## src/rtl/cfg_regfile.sv

```systemverilog
module cfg_regfile #(
  parameter int NREG = 48
) (
  input  logic       clk,
  input  logic       rst_n,
  input  logic       cfg_mode,
  input  logic       idx_we,
  input  logic       data_we,
  input  logic [7:0] wdata,
  output logic [7:0] rdata,
  output logic       main_pwr_en,
  output logic       cfg_valid,
  output logic       aux_pwr_en,
  output logic       aux_basic_mode,
  output logic       access_open
);

  localparam int AW = $clog2(NREG);
  localparam logic [7:0] NREG_B = 8'(NREG);

  function automatic logic [7:0] wr_mask(int i);
    case (i)
      0:       return 8'h88;
      1:       return 8'h8C;
      default: return 8'hFF;
    endcase
  endfunction

  function automatic logic [7:0] fixed_val(int i);
    case (i)
      0:       return 8'h20;
      1:       return 8'h10;
      default: return 8'h00;
    endcase
  endfunction

  function automatic logic [7:0] rst_val(int i);
    case (i)
      0:       return 8'h28;
      1:       return 8'h9C;
      default: return 8'h00;
    endcase
  endfunction

  logic [7:0] idx;
  logic [7:0] regs [NREG];

  wire in_range = idx < NREG_B;
  wire open_now = regs[1][7];
  wire rd_ok    = cfg_mode && open_now && in_range;
  wire wr_ok    = cfg_mode && data_we && open_now && in_range;

  always_ff @(posedge clk or negedge rst_n) begin
    if (!rst_n)
      idx <= 8'h00;
    else if (cfg_mode && idx_we)
      idx <= wdata;
  end

  always_ff @(posedge clk or negedge rst_n) begin
    if (!rst_n) begin
      for (int i = 0; i < NREG; i++) regs[i] <= rst_val(i);
    end else if (wr_ok) begin
      for (int i = 0; i < NREG; i++) begin
        if (idx == 8'(i)) begin
          regs[i] <= (wdata & wr_mask(i)) | fixed_val(i);
          if (i == 1) regs[i][7] <= wdata[7] & open_now;
        end
      end
    end
  end

  assign rdata          = rd_ok ? regs[idx[AW-1:0]] : 8'h00;
  assign main_pwr_en    = regs[0][3];
  assign cfg_valid      = regs[0][7];
  assign aux_pwr_en     = regs[1][2];
  assign aux_basic_mode = regs[1][3];
  assign access_open    = open_now;

  AST_LOCK_STICKY: assert property (@(posedge clk) disable iff (!rst_n)
    !access_open |=> !access_open);
  AST_LOCKED_READS_ZERO: assert property (@(posedge clk) disable iff (!rst_n)
    !access_open |-> rdata == 8'h00);
  AST_LOCKED_PWR_HOLD: assert property (@(posedge clk) disable iff (!rst_n)
    !access_open |=> $stable(main_pwr_en) && $stable(aux_pwr_en));
  AST_OUTSIDE_READS_ZERO: assert property (@(posedge clk) disable iff (!rst_n)
    !cfg_mode |-> rdata == 8'h00);
  AST_OUTSIDE_IDX_HOLD: assert property (@(posedge clk) disable iff (!rst_n)
    !cfg_mode |=> $stable(idx));
  AST_OUTSIDE_CTRL_HOLD: assert property (@(posedge clk) disable iff (!rst_n)
    !cfg_mode |=> $stable(main_pwr_en) && $stable(cfg_valid) && $stable(aux_basic_mode));
  AST_R0_FIXED_BITS: assert property (@(posedge clk) disable iff (!rst_n)
    (cfg_mode && access_open && idx == 8'h00) |-> (rdata[6:4] == 3'b010 && rdata[2:0] == 3'b000));
  AST_R1_FIXED_BITS: assert property (@(posedge clk) disable iff (!rst_n)
    (cfg_mode && access_open && idx == 8'h01) |-> (rdata[6:4] == 3'b001 && rdata[1:0] == 2'b00));
  AST_HIGH_IDX_ZERO: assert property (@(posedge clk) disable iff (!rst_n)
    (idx >= NREG_B) |-> rdata == 8'h00);

endmodule

```

## config.mk

```make
export PLATFORM = sky130hd
export DESIGN_NAME = cfg_regfile
export DESIGN_NICKNAME = d
export VERILOG_FILES = /design/src/rtl/cfg_regfile.sv
export SDC_FILE = /design/constraint.sdc
export NUM_CORES = 1
export LEC_CHECK = 0
export BUFFER_PORTS_ARGS = -buffer_cell sky130_fd_sc_hd__buf_2
export CAP_MARGIN = 20
export CORE_MARGIN = 2
export CORE_UTILIZATION = 54
export CTS_CLUSTER_SIZE = 14
export DETAILED_ROUTE_END_ITERATION = 8
export PLACE_DENSITY = 0.77
export SKIP_CTS_REPAIR_TIMING = 1
export SLEW_MARGIN = 20
export SYNTH_ARGS = -nofsm -noshare
export SYNTH_HDL_FRONTEND = slang
export SYNTH_SLANG_ARGS = --single-unit
```

## constraint.sdc

```tcl
create_clock -name clk -period 3.8 [get_ports clk]
set_clock_uncertainty 0.1 [all_clocks]
set_input_delay 0.95 -clock clk [delete_from_list [all_inputs] [get_ports clk]]
set_output_delay 0.95 -clock clk [all_outputs]
set_load 0.05 [all_outputs]
```

==> results by group, run 1 <==
Floorplanning
  • Core Region: between 30000 and 40000 um2
  • Die height: 184.4 um
  • Die footprint: 34010 um2
  • Die width: 184.4 um
  • Row cnt: 66
  • Initial Util: 54.44%
  • I/O Pins: 26

Synthesis
  • Avg Cell Area, Syn: about 15 um2
  • Post-synthesis sequential area ratio: 54.27%
  • Synth top area share: 53.67%
  • FFs w/ async S/R, synth: 100.0%
  • Most common cell in the netlist: dfrtp_1
  • Post-Synthesis Cells: roughly 1100
  • Post-synth EDFFs: 0
  • Syn Nets: 1154
  • Predominant post-synthesis flop cell: dfrtp_1
  • Dominant cells by area after synthesis: dfrtp_1 (54%), mux2_2 (23%), mux4_2 (11%)
  • Synth area leader: dfrtp_1
  • Post-synth top cells: dfrtp_1 (377), mux2_2 (359), mux4_2 (82)
  • Ys Warns: 0
  • Synth Register Bits: 381
  • Post-synth design cell area: approximately 18000 um2
  • Library cells used by synthesis: 40

Worst hold path
  • Worst hold path class: in -> async

Pwr
  • Peak VDD IR: between 0.0002 and 0.0003 V
  • PD cells: 449.4 nW/um2
  • Leakage power: ~9.7 nW
  • Power Total: 9.136 mW

Placement
  • PortBufs: 25
  • DP HPWL: 24970 um
  • Final GP Congestion: 0.8649

Setup path
  • CP Cell Sequence: buf_6, clkbuf_16, mux4_2, a22oi_2, a21oi_1, a211oi_2, nor2_1, buf_6
  • CP max FO: 4
  • Slowest CP cell: mux4_2
  • Max stage delay on crit path: 0.54 ns
  • CP dominant cell by count: buf_6
  • Launch point of the worst reg-to-reg path: idx[1]
  • Cell type group with the largest total delay on the critical path: compound AO/OA/AOI/OAI gates
  • Crit path DAT: 2.86 ns
  • Req. time, crit path: 2.75 ns
  • Crit path buf inv count: 3
  • CP Capture Type: output pin
  • CP Class: reg -> out
  • Critical Path Source Type: register
  • Setup crit start: idx[0]

Clocking
  • Clock Root Buffer: clkbuf_16
  • Total CTS buffers: 40
  • Register clock-pin slew on the reported worst setup and hold paths: 0.06 ns
  • Htree depth: 2
  • Worst-skew pair later-pin latency: 0.52 ns
  • Longest Clk Path Bufs: 3
  • # clock sinks: roughly 380
  • TritonCTS clock tree: yes

Global routing
  • Tot GR Track Use: 24.31%
  • GRT overflow: 0
  • Largest net degree at the start of global routing: roughly 110
  • First-pass GRT wire length: 63060 um
  • Antenna violations before repair: 0
  • Vias in the first global route: between 10000 and 15000

Timing
  • RSZ-0062 raised after global routing: true
  • Post-route setup slack: -0.1134 ns
  • Final Cycle Share: 103.0%
  • Final setup fails: 6
  • Fmax: 255.5 MHz
  • Pins over their slew limit: 0
  • Max-slew headroom: 30.75%
  • Slew at the pin with the worst max-slew slack: between 1 and 1.5 ns
  • Final hold vios: 0
  • Final setup TNS: -0.3804 ns
  • Fin crit period: 3.913 ns

Route
  • WL final: 41280 um
  • Drt first pass iters: 5
  • DRT iter0 DRCs: 821
  • Vias per Instance: 6.329
  • Via count: 10450
  • Remaining antenna violation count: 0
  • DRC errors left: 0
  • Routed WL per cell: roughly 25 um

Layout
  • Fraction of layout instances using a drive strength above 1: a little under three fifths
  • Number of diodes: 0
  • Syn-to-layout area delta: 15.65%
  • # nets final: 1193

Flow run
  • Max-cap violations: 0

Status
  • Status: complete, but fails checks
  • Failing checks: setup timing
==> metal layers <==
layer / wire length [um] / track usage, % / up-vias / share of wire [%]
met5: 0 / 0 / - / 0
met4: 1371 / 7.328 / 0 / 3.3
met3: 2514 / 3.893 / 92 / 6.1
met2: 19520 / 38.24 / 346 / 47
met1: 17870 / 35.16 / 5632 / 43
li1: - / - / 4379 / -
==> sequential cells by signal, indices dropped and copies added (netlist names) <==
name            cells
access_open         1
aux_basic_mode      1
aux_pwr_en          1
cfg_valid           1
idx                 8
main_pwr_en         1
regs              368
==> final timing paths <==
path	end	slack, ns	depth (start not counted)
setup / recovery	rdata[3]	-0.11	8
hold / removal	regs[309]	0.17	1
setup reg to reg	regs[39]	1.02	5
hold reg to reg	regs[330]	0.39	1
max in group asynchronous	idx[4]	2.58	2
min in group clk	regs[330]	0.39	1
==> power by group <==
part	internal, mW	switching [mW]
combinational	0.370	0.579
sequential	4.07	0.0357
clock	2.53	1.55
total	6.97	2.16
==> worst register-to-register path, stage by stage (launching register included) <==
cell	delay (ns)
dfrtp_4	0.61
buf_12	0.28
and2_0	0.51
buf_4	0.33
nand3_1	0.41
mux2_2	0.43
==> layout make-up <==
type                       instances  area (um2)
fill                            2266       11960
sequential                       381        9547
multi-input combinational        663        7824
clock buffer                      61        1211
timing repair buffer              93        1015
tap                              442       553.0
clock inverter                    10       175.2
inverter                           1       3.754
==> through the flow <==
stage	cells	worst slack [ns]	util (%)	area, um2	hold WS (ns)
5_1_grt	1651	-0.1625	62.96	20330	0.1563
3_5_place_dp	1551	0.2894	56.68	18300	0.3790
2_1_floorplan	1141	0.4067	-	17580	0.3587
6_report	1651	-0.1134	62.96	20330	0.1658
3_3_place_gp	1551	0.3401	56.68	18300	0.3682
4_1_cts	1622	-0.2616	60.97	19690	0.1586
==> layout by cell type, fill, tap and decap left out, drive strengths merged, types with 11 or more instances in the layout <==
cell    synthesis  layout
dfrtp         377     377
nor2b          14      14
a21oi          15      15
nand2          11      11
nor2           12      12
mux2          392     392
clkbuf         60      67
a22oi          32      32
nand3          50      50
buf            36      87
mux4           82      82
==> kinds of logic after synthesis <==
family,synth area share [%]
mux,35.85
flops,54.27
compound gates,3.310
buf+inv,2.499
simple gates,4.072
Note: power is estimated with default switching activity, not from simulation.
==> run 2, diff against run 1 <==
--- a/config.mk
+++ b/config.mk
@@ -5,6 +5,7 @@
 export SDC_FILE = /design/constraint.sdc
 export NUM_CORES = 1
 export LEC_CHECK = 0
+export ABC_AREA = 1
 export BUFFER_PORTS_ARGS = -buffer_cell sky130_fd_sc_hd__buf_2
 export CAP_MARGIN = 20
 export CORE_MARGIN = 2
==> constraint.sdc (replaced) <==
create_clock -name clk -period 3.8 [get_ports clk]
set_clock_uncertainty 0.1 [all_clocks]
set_input_delay 0.57 -clock clk [delete_from_list [all_inputs] [get_ports clk]]
set_output_delay 0.57 -clock clk [all_outputs]
set_load 0.05 [all_outputs]
==> results by group, run 2 <==
Status
  • Status: complete, but fails checks
  • Failing checks: hold timing

Clocking
  • TritonCTS clock tree: yes
  • Longest Clk Path Bufs: 3 (unchanged)
  • Total CTS buffers: 41 (+2.5%)
  • Worst-skew pair later-pin latency: 0.55 ns (+0.03 ns)
  • # clock sinks: 381 (unchanged)
  • Htree depth: 2 (unchanged)
  • Register clock-pin slew on the reported worst setup and hold paths: 0.06 ns (about the same)
  • Clock Root Buffer: clkbuf_16

Floorplanning
  • Core Region: 32700 um2 (+1.3%)
  • Die width: 186.5 um (+1.1%)
  • Row cnt: 66 (unchanged)
  • Initial Util: 55.00% (+0.57 points)
  • Die height: 186.5 um (+1.1%)
  • Die footprint: 34790 um2 (+2.3%)
  • I/O Pins: 26 (unchanged)

Layout
  • Final instance count without filler cells: 2822 (+71%)
  • Biggest register: regs
  • Syn-to-layout area delta: 9.662%
  • Fraction of layout instances using a drive strength above 1: 6.933% (-50 points)
  • Most frequent cells in the layout: nand2_1 (1335), o21ai_0 (385), dfrtp_1 (375)
  • Number of diodes: 0 (unchanged)
  • # nets final: 2361 (+98%)
  • Largest register FFs: 368 (unchanged)
  • Commonest non-fill, non-tap cell in the layout: nand2_1
  • Registers with the most flip-flops: regs (368), idx (8)

Route
  • DRT iter0 DRCs: 2219 (+170%)
  • DRC errors left: 0 (unchanged)
  • Drt first pass iters: 6 (+1)
  • Via count: 16010 (+53%)
  • Remaining antenna violation count: 0 (unchanged)
  • Vias per Instance: 5.673 (-10%)
  • Routed WL per cell: 18.11 um (-28%)
  • WL final: 51110 um (+24%)

Synthesis
  • Dominant cells by area after synthesis: dfrtp_1 (52%), nand2_1 (28%), o21ai_0 (11%)
  • Avg Cell Area, Syn: 7.507 um2 (-51%)
  • Ys Warns: 0 (unchanged)
  • Post-synth top cells: nand2_1 (1335), o21ai_0 (385), dfrtp_1 (377)
  • Synth Register Bits: 381 (unchanged)
  • Syn Nets: 2409 (+110%)
  • Most common cell in the netlist: nand2_1
  • Post-synthesis sequential area ratio: 53.03% (-1.2 points)
  • Post-synth EDFFs: 0 (unchanged)
  • Synth top area share: 52.45% (-1.2 points)
  • Post-synth design cell area: 17990 um2 (+2.3%)
  • Post-Synthesis Cells: 2396 (+110%)
  • FFs w/ async S/R, synth: 100.0% (unchanged)
  • Library cells used by synthesis: 20 (-50%)
  • Synth area leader: dfrtp_1
  • Predominant post-synthesis flop cell: dfrtp_1

Setup path
  • Req. time, crit path: 3.13 ns (+0.38 ns)
  • CP Capture Type: output pin
  • CP Class: reg -> out
  • CP max FO: 23 (+19)
  • Crit path DAT: 2.87 ns (about the same)
  • Critical Path Source Type: register

Global routing
  • GRT overflow: 0 (unchanged)
  • Antenna violations before repair: 0 (unchanged)
  • Largest net degree at the start of global routing: 120 (+6.2%)
  • First-pass GRT wire length: 83000 um (+32%)
  • Tot GR Track Use: 29.92% (+5.6 points)
  • Vias in the first global route: 14890 (+40%)

Timing
  • Final setup TNS: 0 ns (+0.3804 ns)
  • RSZ-0062 raised after global routing: false
  • Fmax: 282.3 MHz (+10%)
  • Pins over their slew limit: 0 (unchanged)
  • Slew at the pin with the worst max-slew slack: 0.9634 ns (-0.07538 ns)
  • Fin crit period: 3.543 ns (-0.3704 ns)
  • Final Cycle Share: 93.24% (-9.7 points)
  • Max-slew headroom: 35.38% (+4.6 points)
  • Final setup fails: 0 (-6)
  • Min Hold Slack: -0.04362 ns (-0.2094 ns)
  • Final hold vios: 29 (+29)

Placement
  • PortBufs: 25 (unchanged)
  • DP HPWL: 32940 um (+32%)
  • Cell total after placement: 2747 (+77%)
  • Final GP Congestion: 0.9733 (+13%)

Pwr
  • Leakage power: 10.26 nW (+5.3%)
  • Peak VDD IR: 0.0002845 V (+11%)
  • PD cells: 448.2 nW/um2 (-0.26%)

Worst hold path
  • Worst hold path class: in -> async

Flow run
  • Max-cap violations: 0 (unchanged)
## run 2: cell types whose count changed in the layout (fill, tap and decap cells not counted), moves of 15 or more
cell / delta
buf_6: -15
o21ai_1: +19
o21ai_0: +385
a22oi_2: -20
inv_1: +26
nand2_1: +1330
mux2_1: -33
mux4_2: -82
nand3_2: -33
mux2_2: -359
nor2_1: +17
## run 2: logic make-up (layout without fill, tap and decap cells)
kind of cell | Yosys count | in the layout | synth area share, %
buffers and inverters | 192 | 176 | 4.946
AO/OA/AOI/OAI | 406 | 406 | 11.32
AND/OR/NAND/NOR | 1417 | 1417 | 30.70
flip-flops | 381 | 381 | 53.03
## run 2: power breakdown
group	switching (mW)	internal, mW
logic	0.520	0.100
registers	0.0260	4.07
clock network	1.65	2.47
## run 2: worst paths after layout
| check | depth (start not counted) | slack, ns | start | to |
|---|---|---|---|---|
| worst max-delay path | 11 | 0.26 | idx[1] | rdata[2] |
| worst min-delay path | 1 | -0.04 | rst_n | regs[124] |
| worst max register to register | 7 | 0.90 | idx[6] | regs[211] |
| worst min register to register | 1 | 0.38 | access_open | access_open |
| max in group asynchronous | 2 | 2.54 | rst_n | regs[136] |
| min in group clk | 2 | 0.17 | wdata[7] | access_open |
## run 2: per-layer routing
| layer | global-route usage, % | routed length, um |
|---|---|---|
| met2 | 44.19 | 22450 |
| met5 | 0 | 0 |
| met4 | 11.90 | 2012 |
| met3 | 5.379 | 4838 |
| met1 | 44.04 | 21800 |
## run 2: worst max-delay path, stage by stage, from the launching register on
cell and delay [ns]:
dfrtp_2 0.57, inv_2 0.37, buf_4 0.30, nand2_1 0.09
nand2_1 0.12, nand2_1 0.10, nand2_1 0.16, o21ai_0 0.11
nand3_1 0.14, nand2_1 0.06, inv_1 0.05, buf_2 0.25
## run 2: metrics by stage
step / util, % / cell area, um2 / power (mW) / worst slack [ns]
final: 60.32 / 19730 / 8.842 / 0.2570
after global routing: 60.32 / 19730 / 9.087 / 0.08888
after CTS: 60.32 / 19730 / 8.864 / 0.2746
after detailed placement: 56.02 / 18320 / 4.778 / 0.8687
after global placement: 56.02 / 18320 / 4.774 / 0.8759
after floorplan: - / 17990 / 4.478 / 1.223
## run 2: area by class of cell
type / count / area (um2)
Sequential cell: 381 / 9544
Clock buffer: 59 / 1195
Timing Repair Buffer: 66 / 530.5
Inverter: 35 / 133.9
Tap cell: 442 / 553.0
Clock inverter: 16 / 210.2
Fill cell: 2875 / 12980
Multi-Input combinational cell: 1823 / 7559
